File: src/rtl/cs_dec_pkg.sv
package cs_dec_pkg;

   // Bus cycle kind, derived from the two active-low strobes
   typedef enum logic [1:0] {
      ACC_IDLE  = 2'd0,
      ACC_READ  = 2'd1,
      ACC_WRITE = 2'd2,
      ACC_CLASH = 2'd3
   } cs_access_e;

   function automatic logic acc_is_single(input cs_access_e a);
      return (a == ACC_READ) || (a == ACC_WRITE);
   endfunction

endpackage

File: src/rtl/cs_slot_match.sv
module cs_slot_match #(
   parameter int SEL_W       = 2,
   parameter int NUM_DEV     = 2,
   parameter int BASE_SLOT   = 2,
   parameter bit FULL_DECODE = 1'b1
) (
   input  logic [SEL_W-1:0]   slot_i,
   output logic [NUM_DEV-1:0] hit_o
);

   localparam int DEC_W = (NUM_DEV > 1) ? $clog2(NUM_DEV) : 0;

   for (genvar gi = 0; gi < NUM_DEV; gi++) begin : g_dev
      if (FULL_DECODE) begin : g_full
         localparam logic [SEL_W-1:0] MY_SLOT = SEL_W'(BASE_SLOT + gi);
         assign hit_o[gi] = (slot_i == MY_SLOT);
      end else if (DEC_W == 0) begin : g_part_single
         // A lone device answers in every slot
         logic unused_slot;
         assign unused_slot = ^slot_i;
         assign hit_o[gi]   = 1'b1;
      end else begin : g_part
         localparam int          MY_FULL = BASE_SLOT + gi;
         localparam logic [DEC_W-1:0] MY_LOW = DEC_W'(MY_FULL);
         logic unused_slot;
         assign unused_slot = ^slot_i;
         assign hit_o[gi]   = (slot_i[DEC_W-1:0] == MY_LOW);
      end
   end

endmodule

File: src/rtl/cs_access_qual.sv
module cs_access_qual
   import cs_dec_pkg::*;
(
   input  logic       rd_n_i,
   input  logic       wr_n_i,
   output cs_access_e acc_o
);

   always_comb begin
      unique case ({rd_n_i, wr_n_i})
         2'b11:   acc_o = ACC_IDLE;
         2'b01:   acc_o = ACC_READ;
         2'b10:   acc_o = ACC_WRITE;
         default: acc_o = ACC_CLASH;
      endcase
   end

endmodule

File: src/rtl/cs_out_stage.sv
module cs_out_stage
   import cs_dec_pkg::*;
#(
   parameter int NUM_DEV = 2,
   parameter int DEV_AW  = 18
) (
   input  logic               clk,
   input  logic               rst_n,
   input  logic [NUM_DEV-1:0] hit_i,
   input  cs_access_e         acc_i,
   input  logic [DEV_AW-1:0]  local_i,
   output logic [NUM_DEV-1:0] cs_n_o,
   output logic               rd_dev_n_o,
   output logic               wr_dev_n_o,
   output logic [DEV_AW-1:0]  local_o,
   output logic               unmapped_o
);

   logic               any_hit;
   logic               live;
   logic [NUM_DEV-1:0] cs_n_d;
   logic               rd_d, wr_d, unm_d;

   always_comb begin
      any_hit = |hit_i;
      live    = acc_is_single(acc_i);
      cs_n_d  = live ? ~hit_i : '1;
      unm_d   = live && !any_hit;
      rd_d    = !((acc_i == ACC_READ)  && any_hit);
      wr_d    = !((acc_i == ACC_WRITE) && any_hit);
   end

   always_ff @(posedge clk or negedge rst_n) begin
      if (!rst_n) begin
         cs_n_o     <= '1;
         rd_dev_n_o <= 1'b1;
         wr_dev_n_o <= 1'b1;
         local_o    <= '0;
         unmapped_o <= 1'b0;
      end else begin
         cs_n_o     <= cs_n_d;
         rd_dev_n_o <= rd_d;
         wr_dev_n_o <= wr_d;
         local_o    <= local_i;
         unmapped_o <= unm_d;
      end
   end

endmodule

File: src/rtl/memmap_cs_decoder.sv
module memmap_cs_decoder
   import cs_dec_pkg::*;
#(
   parameter int ADDR_W      = 20,
   parameter int DEV_AW      = 18,
   parameter int NUM_DEV     = 2,
   parameter int BASE_SLOT   = 2,
   parameter bit FULL_DECODE = 1'b1
) (
   input  logic               clk,
   input  logic               rst_n,
   input  logic [ADDR_W-1:0]  bus_addr,
   input  logic               rd_n,
   input  logic               wr_n,
   output logic [NUM_DEV-1:0] cs_n,
   output logic               rd_dev_n,
   output logic               wr_dev_n,
   output logic [DEV_AW-1:0]  local_addr,
   output logic               unmapped
);

   localparam int SEL_W     = ADDR_W - DEV_AW;
   localparam int NUM_SLOTS = 1 << SEL_W;

   // Elaboration-time parameter checks
   if (DEV_AW < 1 || DEV_AW >= ADDR_W) begin : g_bad_aw
      $error("DEV_AW must lie between 1 and ADDR_W-1");
   end
   if (NUM_DEV < 1 || NUM_DEV > NUM_SLOTS) begin : g_bad_count
      $error("NUM_DEV must fit in the slot space");
   end
   if (FULL_DECODE && (BASE_SLOT < 0 || BASE_SLOT + NUM_DEV > NUM_SLOTS)) begin : g_bad_base
      $error("device window runs past the top of the map");
   end
   if (!FULL_DECODE && ((NUM_DEV & (NUM_DEV - 1)) != 0)) begin : g_bad_pow2
      $error("partial decoding needs a power-of-two device count");
   end

   logic [SEL_W-1:0]   slot;
   logic [NUM_DEV-1:0] hit_vec;
   cs_access_e         acc;

   assign slot = bus_addr[ADDR_W-1:DEV_AW];

   cs_slot_match #(
      .SEL_W      (SEL_W),
      .NUM_DEV    (NUM_DEV),
      .BASE_SLOT  (BASE_SLOT),
      .FULL_DECODE(FULL_DECODE)
   ) u_match (
      .slot_i(slot),
      .hit_o (hit_vec)
   );

   cs_access_qual u_qual (
      .rd_n_i(rd_n),
      .wr_n_i(wr_n),
      .acc_o (acc)
   );

   cs_out_stage #(
      .NUM_DEV(NUM_DEV),
      .DEV_AW (DEV_AW)
   ) u_out (
      .clk       (clk),
      .rst_n     (rst_n),
      .hit_i     (hit_vec),
      .acc_i     (acc),
      .local_i   (bus_addr[DEV_AW-1:0]),
      .cs_n_o    (cs_n),
      .rd_dev_n_o(rd_dev_n),
      .wr_dev_n_o(wr_dev_n),
      .local_o   (local_addr),
      .unmapped_o(unmapped)
   );

endmodule

File: config.mk
export PLATFORM = sky130hd
export DESIGN_NAME = memmap_cs_decoder
export DESIGN_NICKNAME = d
export VERILOG_FILES = /design/src/rtl/cs_dec_pkg.sv /design/src/rtl/cs_slot_match.sv /design/src/rtl/cs_access_qual.sv /design/src/rtl/cs_out_stage.sv /design/src/rtl/memmap_cs_decoder.sv
export SDC_FILE = /design/constraint.sdc
export NUM_CORES = 1
export LEC_CHECK = 0
export BUFFER_PORTS_ARGS = -buffer_cell sky130_fd_sc_hd__buf_2
export CORE_MARGIN = 2
export CORE_UTILIZATION = 37
export DETAILED_ROUTE_END_ITERATION = 16
export GPL_ROUTABILITY_DRIVEN = 0
export PLACE_DENSITY = 0.8
export SYNTH_ARGS = -nofsm -noshare
export SYNTH_HDL_FRONTEND = slang
export SYNTH_SLANG_ARGS = --single-unit
File: constraint.sdc
create_clock -name clk -period 0.8 [get_ports clk]
set_input_delay 0.04 -clock clk [delete_from_list [all_inputs] [get_ports clk]]
set_output_delay 0.04 -clock clk [all_outputs]
set_load 0.005 [all_outputs]
# Word-level counts from Yosys, hierarchy flattened
# Cells that the tools add are included.
[word_totals]
ff_bits = 23
inputBits = 24
out_inout_bits = 23
elab_cells = 23
[classes]
eq_ne = 7
muxes = 2
n_bitwise = 1
reduce_logical = 8
[op_table]
columns = ["operator", "n"]
rows = [
  ["$eq 2x2->1 const B", 5],
  ["$pmux 2 s3", 1],
  ["$eq 2x1->1 const B", 2],
  ["$logic_and 1x1->1", 3],
  ["$logic_not 1->1", 3],
  ["$mux 2", 1],
  ["$not 2->2", 1],
  ["$reduce_or 2->1", 1],
  ["$logic_or 1x1->1", 1],
]

# Depth between registers and ports, before layout
# Gate-level depths: netlist of the first run.
[logic_depth]
depth_word = 5
ltp_mapped = 3
depth_no_buf = 3

# By module
# From an unflattened synthesis of the first run, not the netlist that was laid out.
[unflattened]
hier_cells = 36
area_unflattened_um2 = 669.4
[modules_own_cells]
columns = ["mod", "instances", "cells_per_inst", "area_each_um2", "seq_area_each_um2"]
rows = [
  ["cs_out_stage", 1, 32, 645.6, 580.6],
  ["cs_slot_match", 1, 2, 16.3, 0.0],
  ["cs_access_qual", 1, 2, 7.5, 0.0],
]

# Worst setup path after synthesis of the first run
# No wires, ideal clock.
[synth_timing]
kind = "input to register"
from = "in rd_n"
to = "reg u_out.cs_n_o[0]"
setup_time_ns = 0.088
t_arrival_ns = 0.713
required_ns = 0.712
setup_slack_ns = -0.002
path_stages = 3
path_buffers = 0
cell_sequence = "inv_1 -> ha_1 -> or3b_1"
[synth_between]
elab_chain_len = 5
word_cells_on_any_way = 8
cone_classes = "eq/ne: 5; mux: 2; reduce/logical: 1"
[synth_rtl]
columns = ["element", "line", "source"]
rows = [
  ["start, declared", "memmap_cs_decoder.sv:13", "input logic rd_n,"],
  ["$eq 2x2->1 or $eq 2x1->1 (tied branches)", "cs_access_qual.sv:10", "unique case ({rd_n_i, wr_n_i})"],
  ["$pmux 2 s3 *", "cs_access_qual.sv:10", ""],
  ["$eq 2x1->1 or $eq 2x2->1 (tied branches)", "cs_dec_pkg.sv:12", "return (a == ACC_READ) || (a == ACC_WRITE);"],
  ["$logic_or 1x1->1 *", "cs_dec_pkg.sv:12", ""],
  ["$mux 2 *", "cs_out_stage.sv:27", "cs_n_d = live ? ~hit_i : '1;"],
  ["named net u_out.cs_n_d[0]", "cs_out_stage.sv:21", "logic [NUM_DEV-1:0] cs_n_d;"],
  ["end signal, assigned", "cs_out_stage.sv:41", "cs_n_o <= cs_n_d;"],
  ["end, declared", "cs_out_stage.sv:12", "output logic [NUM_DEV-1:0] cs_n_o,"],
]
# Mark *: on every way through the listed nets, which the timed path passes. The rest lies on a longest branch.

# Worst setup path in the final report of the first run
[layout_timing]
from = "reg u_out.wr_dev_n_o"
to = "out wr_dev_n"
[layout_lines]
columns = ["element", "line", "source"]
rows = [
  ["start, declared", "cs_out_stage.sv:14", "output logic wr_dev_n_o,"],
  ["start signal, assigned", "cs_out_stage.sv:43", "wr_dev_n_o <= wr_d;"],
  ["end, declared", "memmap_cs_decoder.sv:17", "output logic wr_dev_n,"],
]
# No word-level cell between the ends.

==> results of run 1 <==
-- repair_timing --
action	4_1_cts	5_1_grt
gates resized for setup	3	0
hold buffers	22	0
endpoints found under the setup margin	23	23
hold endpoints to repair	42	0
-- metrics by stage --
stage | setup slack (ns) | area [sq um] | power [mW]
6_report | -0.177 | 1170 | 2.01
3_3_place_gp | -0.0939 | 907 | 1.43
5_1_grt | -0.207 | 1170 | 2.09
4_1_cts | -0.177 | 1170 | 2.03
2_1_floorplan | 0.0144 | 641 | 1.29
3_5_place_dp | -0.107 | 907 | 1.44
-- cell type report --
class                   instances  area, sq um
repair buffers                 70          484
fillers                       102          498
clock buffers                   4         26.3
flip-flops and latches         23          581
multi-input cells               7         52.6
well taps                      17         21.3
inverters                       2         7.51
-- power groups by stage --
stage               logic [mW]  registers, mW  clock network, mW
floorplan               0.0164           1.27                  0
global placement         0.172           1.26                  0
detailed placement       0.179           1.26                  0
CTS                      0.269           1.24              0.514
global route             0.298           1.25              0.544
finish                   0.269           1.24              0.499
-- kinds of logic after synthesis --
kind of cell / count (synthesis)
DFF: 23
and+or+nand+nor: 5
buffers and inverters: 2
adders and majority gates: 2
-- synth_stat cells, drive strengths merged --
cell	instances	area share [%]
or3b	1	1.4
nand3b	1	1.2
inv	2	1.2
dfrtp	19	74
ha	2	3.9
nor2	1	0.59
nand2	2	1.2
dfstp	4	16
-- worst paths after layout --
check | slack [ns] | to | depth (start not counted)
hold / removal | 0.02 | u_out.cs_n_o[0] | 2
setup / recovery | -0.18 | wr_dev_n | 1
min in group asynchronous | 0.20 | u_out.local_o[10] | 2
max in group asynchronous | 0.24 | u_out.wr_dev_n_o | 2
-- sequential cells by signal, indices dropped and copies added (netlist names) --
register and cells:
u_out.wr_dev_n_o 1, u_out.local_o 18, u_out.rd_dev_n_o 1, u_out.cs_n_o 2, u_out.unmapped_o 1
-- metal layers --
layer	vias to the layer above	routed length [microns]
li1	245	-
met1	234	589
met2	33	821
met3	2	178
met4	0	8
met5	-	0
==> results.cfg, run 1 <==
[grt]
busiest_layer = met2
grt_overflow = 0
grtUsageMet3_pct = 3.97
grt_usage_pct = 16.1
grt_util_met1_pct = 17.2
globalRouteMet2Util_pct = 30.4
grt_pass1_vias = 525
grt_pass1_wl_microns = 2280
antenna_found_initial = 0
grt_max_degree = 24

[power]
p_per_area_mw_per_mm2 = 1720
vdd_drop_max_mv = 0.890
power.share.sequential_pct = 61.8
p_sw_share_pct = 20.8
p_switching_uw = 418
power_frac_clock_pct = 24.8
power.internal_mw = 1.59
p_leak_nw = 0.604
combPwrFrac_pct = 13.4

[worst_setup_path]
start_kind = register
slowest_delay_ns = 0.55
cp-end-kind = primary output
cp_slowest_cell = dfstp_2
required_ns = 0.76
critPathKind = register to primary output
worst_path_dominant_cell_family = flip-flops
worstSetupStartpoint = u_out.wr_dev_n_o
crit_chain = buf_6
cp.buffers_inverters = 1
crit_arrival_ns = 0.94
critPathMaxFanout = 1

[cells_and_area]
layout-drive-gt1-share_pct = 51.9
final_cell_mix = 43 x buf_2, 22 x dlygate4sd3_1, 19 x dfrtp_1
diodes = 0
final_common_cell = buf_2
stdcell_count = 123
nets = 133
utilization_pct = 70.2
syn_to_final_growth_pct = 83.0

[clock_network]
cts_inserted_buffers = 3
cts_tree = built
cts_buffer_depth = 2
cts.sinks = 23
clk_pin_slew_ns = 0.12
cts.root.buffer_cell = clkbuf_4
htree_levels = 1
postCtsSetupRepairBufs = 0

[hold_path]
holdCritStartpoint = bus_addr[19]
min_path_type = input pin to register

[die]
rows = 15
dieArea_sq_mm = 0.00208
start_util_pct = 38.4
core_sq_mm = 0.00167
pin_count = 47
die_h_microns = 45.6
die-width_microns = 45.6

[logic_synthesis]
yosys.area_share.adder_pct = 3.91
synth_top_family_by_area = simple AND/OR/NAND/NOR gates
synth_area_per_cell_sq_um = 20.0
synth_seq_area_share_pct = 90.6
syn-cell-area_sq_um = 641
ys_warn_count = 0
synth-compound-area-share_pct = 0
syn-num-nets = 58
ys_ff_latch = 23
synthDistinctLibCells = 8
synth.mux.area_fraction_pct = 0
syn_inst = 32
yosys.area_share.simple_pct = 4.30
synth_xor_area_share_pct = 0

[sta]
drv_slew = 0
min_period_ns = 0.977
max_freq_mhz = 1020
whs_ns = 0.0182
rsz0062_at_grt = yes
hold_viol = 0
worst_pin_slew_ns = 0.467
finalWorstSetupSlack_ns = -0.177
tns_ns = -1.32
period_share_pct = 122
final-setup-viol-count = 24
slew_headroom_pct = 68.8

[routing]
drc = 0
vias = 514
dr.pass1.iters = 3
viasPerCell = 4.18
ant_nets = 0
wire_per_inst_microns = 13.0
wl_microns = 1600
drt_iter0_markers = 2

[placement]
numPortBuffers = 46
dp_hpwl_microns = 938
placed_cells = 97

[run_status]
status = complete, but fails checks
violations = setup timing

[job]
maxCapViolations = 0
(Power assumes the default switching activity.)
==> run 2, diff against run 1 <==
Settings changed: CORE_UTILIZATION 37 to 38, PLACE_DENSITY 0.8 to 0.81, SYNTH_HIERARCHICAL from default to 1.
==> run 2 against run 1 <==
  * The flow still finishes with violations (setup timing)
  * Core utilization decreased by 1.4 points
  * Cell area decreased by 0.85%
  * Routed wire length is 11% higher
  * Synthesized area rose by 4.5%
  * Die area rose by 1.6%
  * Combinational power is essentially flat
==> results.cfg, run 2 <==
[clock_network]
cts.root.buffer_cell = clkbuf_4
cts_inserted_buffers = 3
clk_pin_slew_ns = 0.12
cts_tree = built
cts_buffer_depth = 2
cts.sinks = 23
htree_levels = 1

[logic_synthesis]
postSynth.asyncResetShare_pct = 100
synth_area_per_cell_sq_um = 18.6
synth_most_common_cell = dfrtp_1
yosys.area.top_type_share_pct = 71.0
synthDistinctLibCells = 9
syn_inst = 36
ys_ff_latch = 23
syn-cell-area_sq_um = 669
synth_common_cells = 19 x dfrtp_1, 4 x dfstp_2, 4 x inv_1
ys_top_cells_by_area = dfrtp_1 71%, dfstp_2 16%, ha_1 3.7%
ys.flop_type = dfrtp_1
synth_seq_area_share_pct = 86.7
ys_warn_count = 6
synth_top_cell_by_area = dfrtp_1
syn-num-nets = 62
synth_edf_count = 0

[worst_setup_path]
cp.buffers_inverters = 1
cp_slowest_cell = dfstp_2
required_ns = 0.76
crit_chain = buf_6
start_kind = register
slowest_delay_ns = 0.55
crit_arrival_ns = 0.94
worst_path_dominant_cell_family = flip-flops
cp-end-kind = primary output
critPathMaxFanout = 1
critPathKind = register to primary output

[sta]
finalWorstSetupSlack_ns = -0.178
hold_viol = 0
period_share_pct = 122
rsz0062_at_grt = yes
drv_slew = 0
final-setup-viol-count = 23
min_period_ns = 0.978
max_freq_mhz = 1020
slew_headroom_pct = 68.7
worst_pin_slew_ns = 0.469

[die]
die_h_microns = 46.0
rows = 15
dieArea_sq_mm = 0.00211
core_sq_mm = 0.00169
die-width_microns = 46.0
pin_count = 47
start_util_pct = 39.6

[cells_and_area]
diodes = 0
largest_reg_flops = 18
design_area_sq_mm = 0.00116
layout-drive-gt1-share_pct = 53.3
top_register = u_out/local_o
ff_latch_area_sq_um = 581
syn_to_final_growth_pct = 73.6
utilization_pct = 68.8
nets = 132
final_common_cell = buf_2
top_regs = u_out/local_o x18, u_out/cs_n_o x2
fill_cells = 112
final_cell_mix = 42 x buf_2, 19 x dlygate4sd3_1, 19 x dfrtp_1
stdcell_count = 122
multi_input_area_sq_um = 73.8

[grt]
grt_pass1_wl_microns = 2560
grt_max_degree = 24
antenna_found_initial = 0
grt_usage_pct = 18.5
grt_pass1_vias = 540
grt_overflow = 0

[placement]
dp_hpwl_microns = 898
numPortBuffers = 46
dpl_worst_slack_ns = -0.0357
placed_cells = 99
place_area_sq_um = 921

[routing]
highest_layer = met4
wire_per_inst_microns = 14.5
drc = 0
wirelength_met1_microns = 643
vias = 524
ant_nets = 0
wl_met3_microns = 212
dr.pass1.iters = 2
viasPerCell = 4.30
wl_microns = 1770
met2WireLength_microns = 875
drt_iter0_markers = 3

[run_status]
violations = setup timing
status = complete, but fails checks

[power]
p_leak_nw = 0.600
p_per_area_mw_per_mm2 = 1730
vdd_drop_max_mv = 0.728
power_mw = 2.02

[job]
maxCapViolations = 0

[hold_path]
min_path_type = input pin to register
[run 2: cell types whose count changed in the layout (fill, tap and decap cells not counted), sizes merged, moves of 2 or more]
cell | before | now
o21ai | 0 | 2
inv | 2 | 4
nand2b | 0 | 2
dlygate4sd3 | 22 | 19
nand2 | 2 | 0
buf | 48 | 46
[run 2: repair_timing]
action,CTS,global route
resized for setup,2,2
endpoints found under the setup margin,23,23
hold endpoints to repair,37,0
hold buffers,19,0
setup buffers,0,0
[run 2: power by group]
part,internal (mW),total (mW),switching (mW)
combinational,0.167,0.272,0.105
sequential,1.23,1.25,0.0200
clock,0.194,0.495,0.301
[run 2: logic make-up (layout without fill, tap and decap cells)]
group / count (synthesis) / in the layout / share of synthesized area, %
flops: 23 / 23 / 86.7
simple gates: 5 / 5 / 5.79
buf+inv: 4 / 73 / 2.24
fa+ha+maj: 2 / 2 / 3.74
compound gates: 2 / 2 / 1.50
[run 2: area by class of cell]
type	count	area share, %
Inverter	4	1.29
Sequential cell	23	49.9
Tap cell	17	1.83
Clock buffer	4	2.26
Timing Repair Buffer	65	38.3
Multi-Input combinational cell	9	6.35
[run 2: per-stage QoR]
step	hold slack, ns	setup TNS [ns]
after floorplan	-0.256	0
after global placement	0.0119	0
after detailed placement	0.0220	-0.0357
after CTS	0.0395	-1.50
after global routing	0.0572	-2.21
final	0.0548	-1.37
[run 2: path summary, 6_finish.rpt]
kind,startpoint,cells past startpoint,end,slack [ns]
worst min-delay path,bus_addr[19],3,u_out/wr_dev_n_o,0.05
max in group asynchronous,rst_n,2,u_out/cs_n_o[1],0.23
min in group asynchronous,rst_n,2,u_out/local_o[16],0.21
worst max-delay path,u_out/rd_dev_n_o,1,rd_dev_n,-0.18
[run 2: routing by layer]
metal  vias to the layer above  GRT usage [%]
met2                        35           30.6
met3                         4           4.76
met5                         -              0
met4                         0           13.7
li1                        247              -
met1                       238           20.1
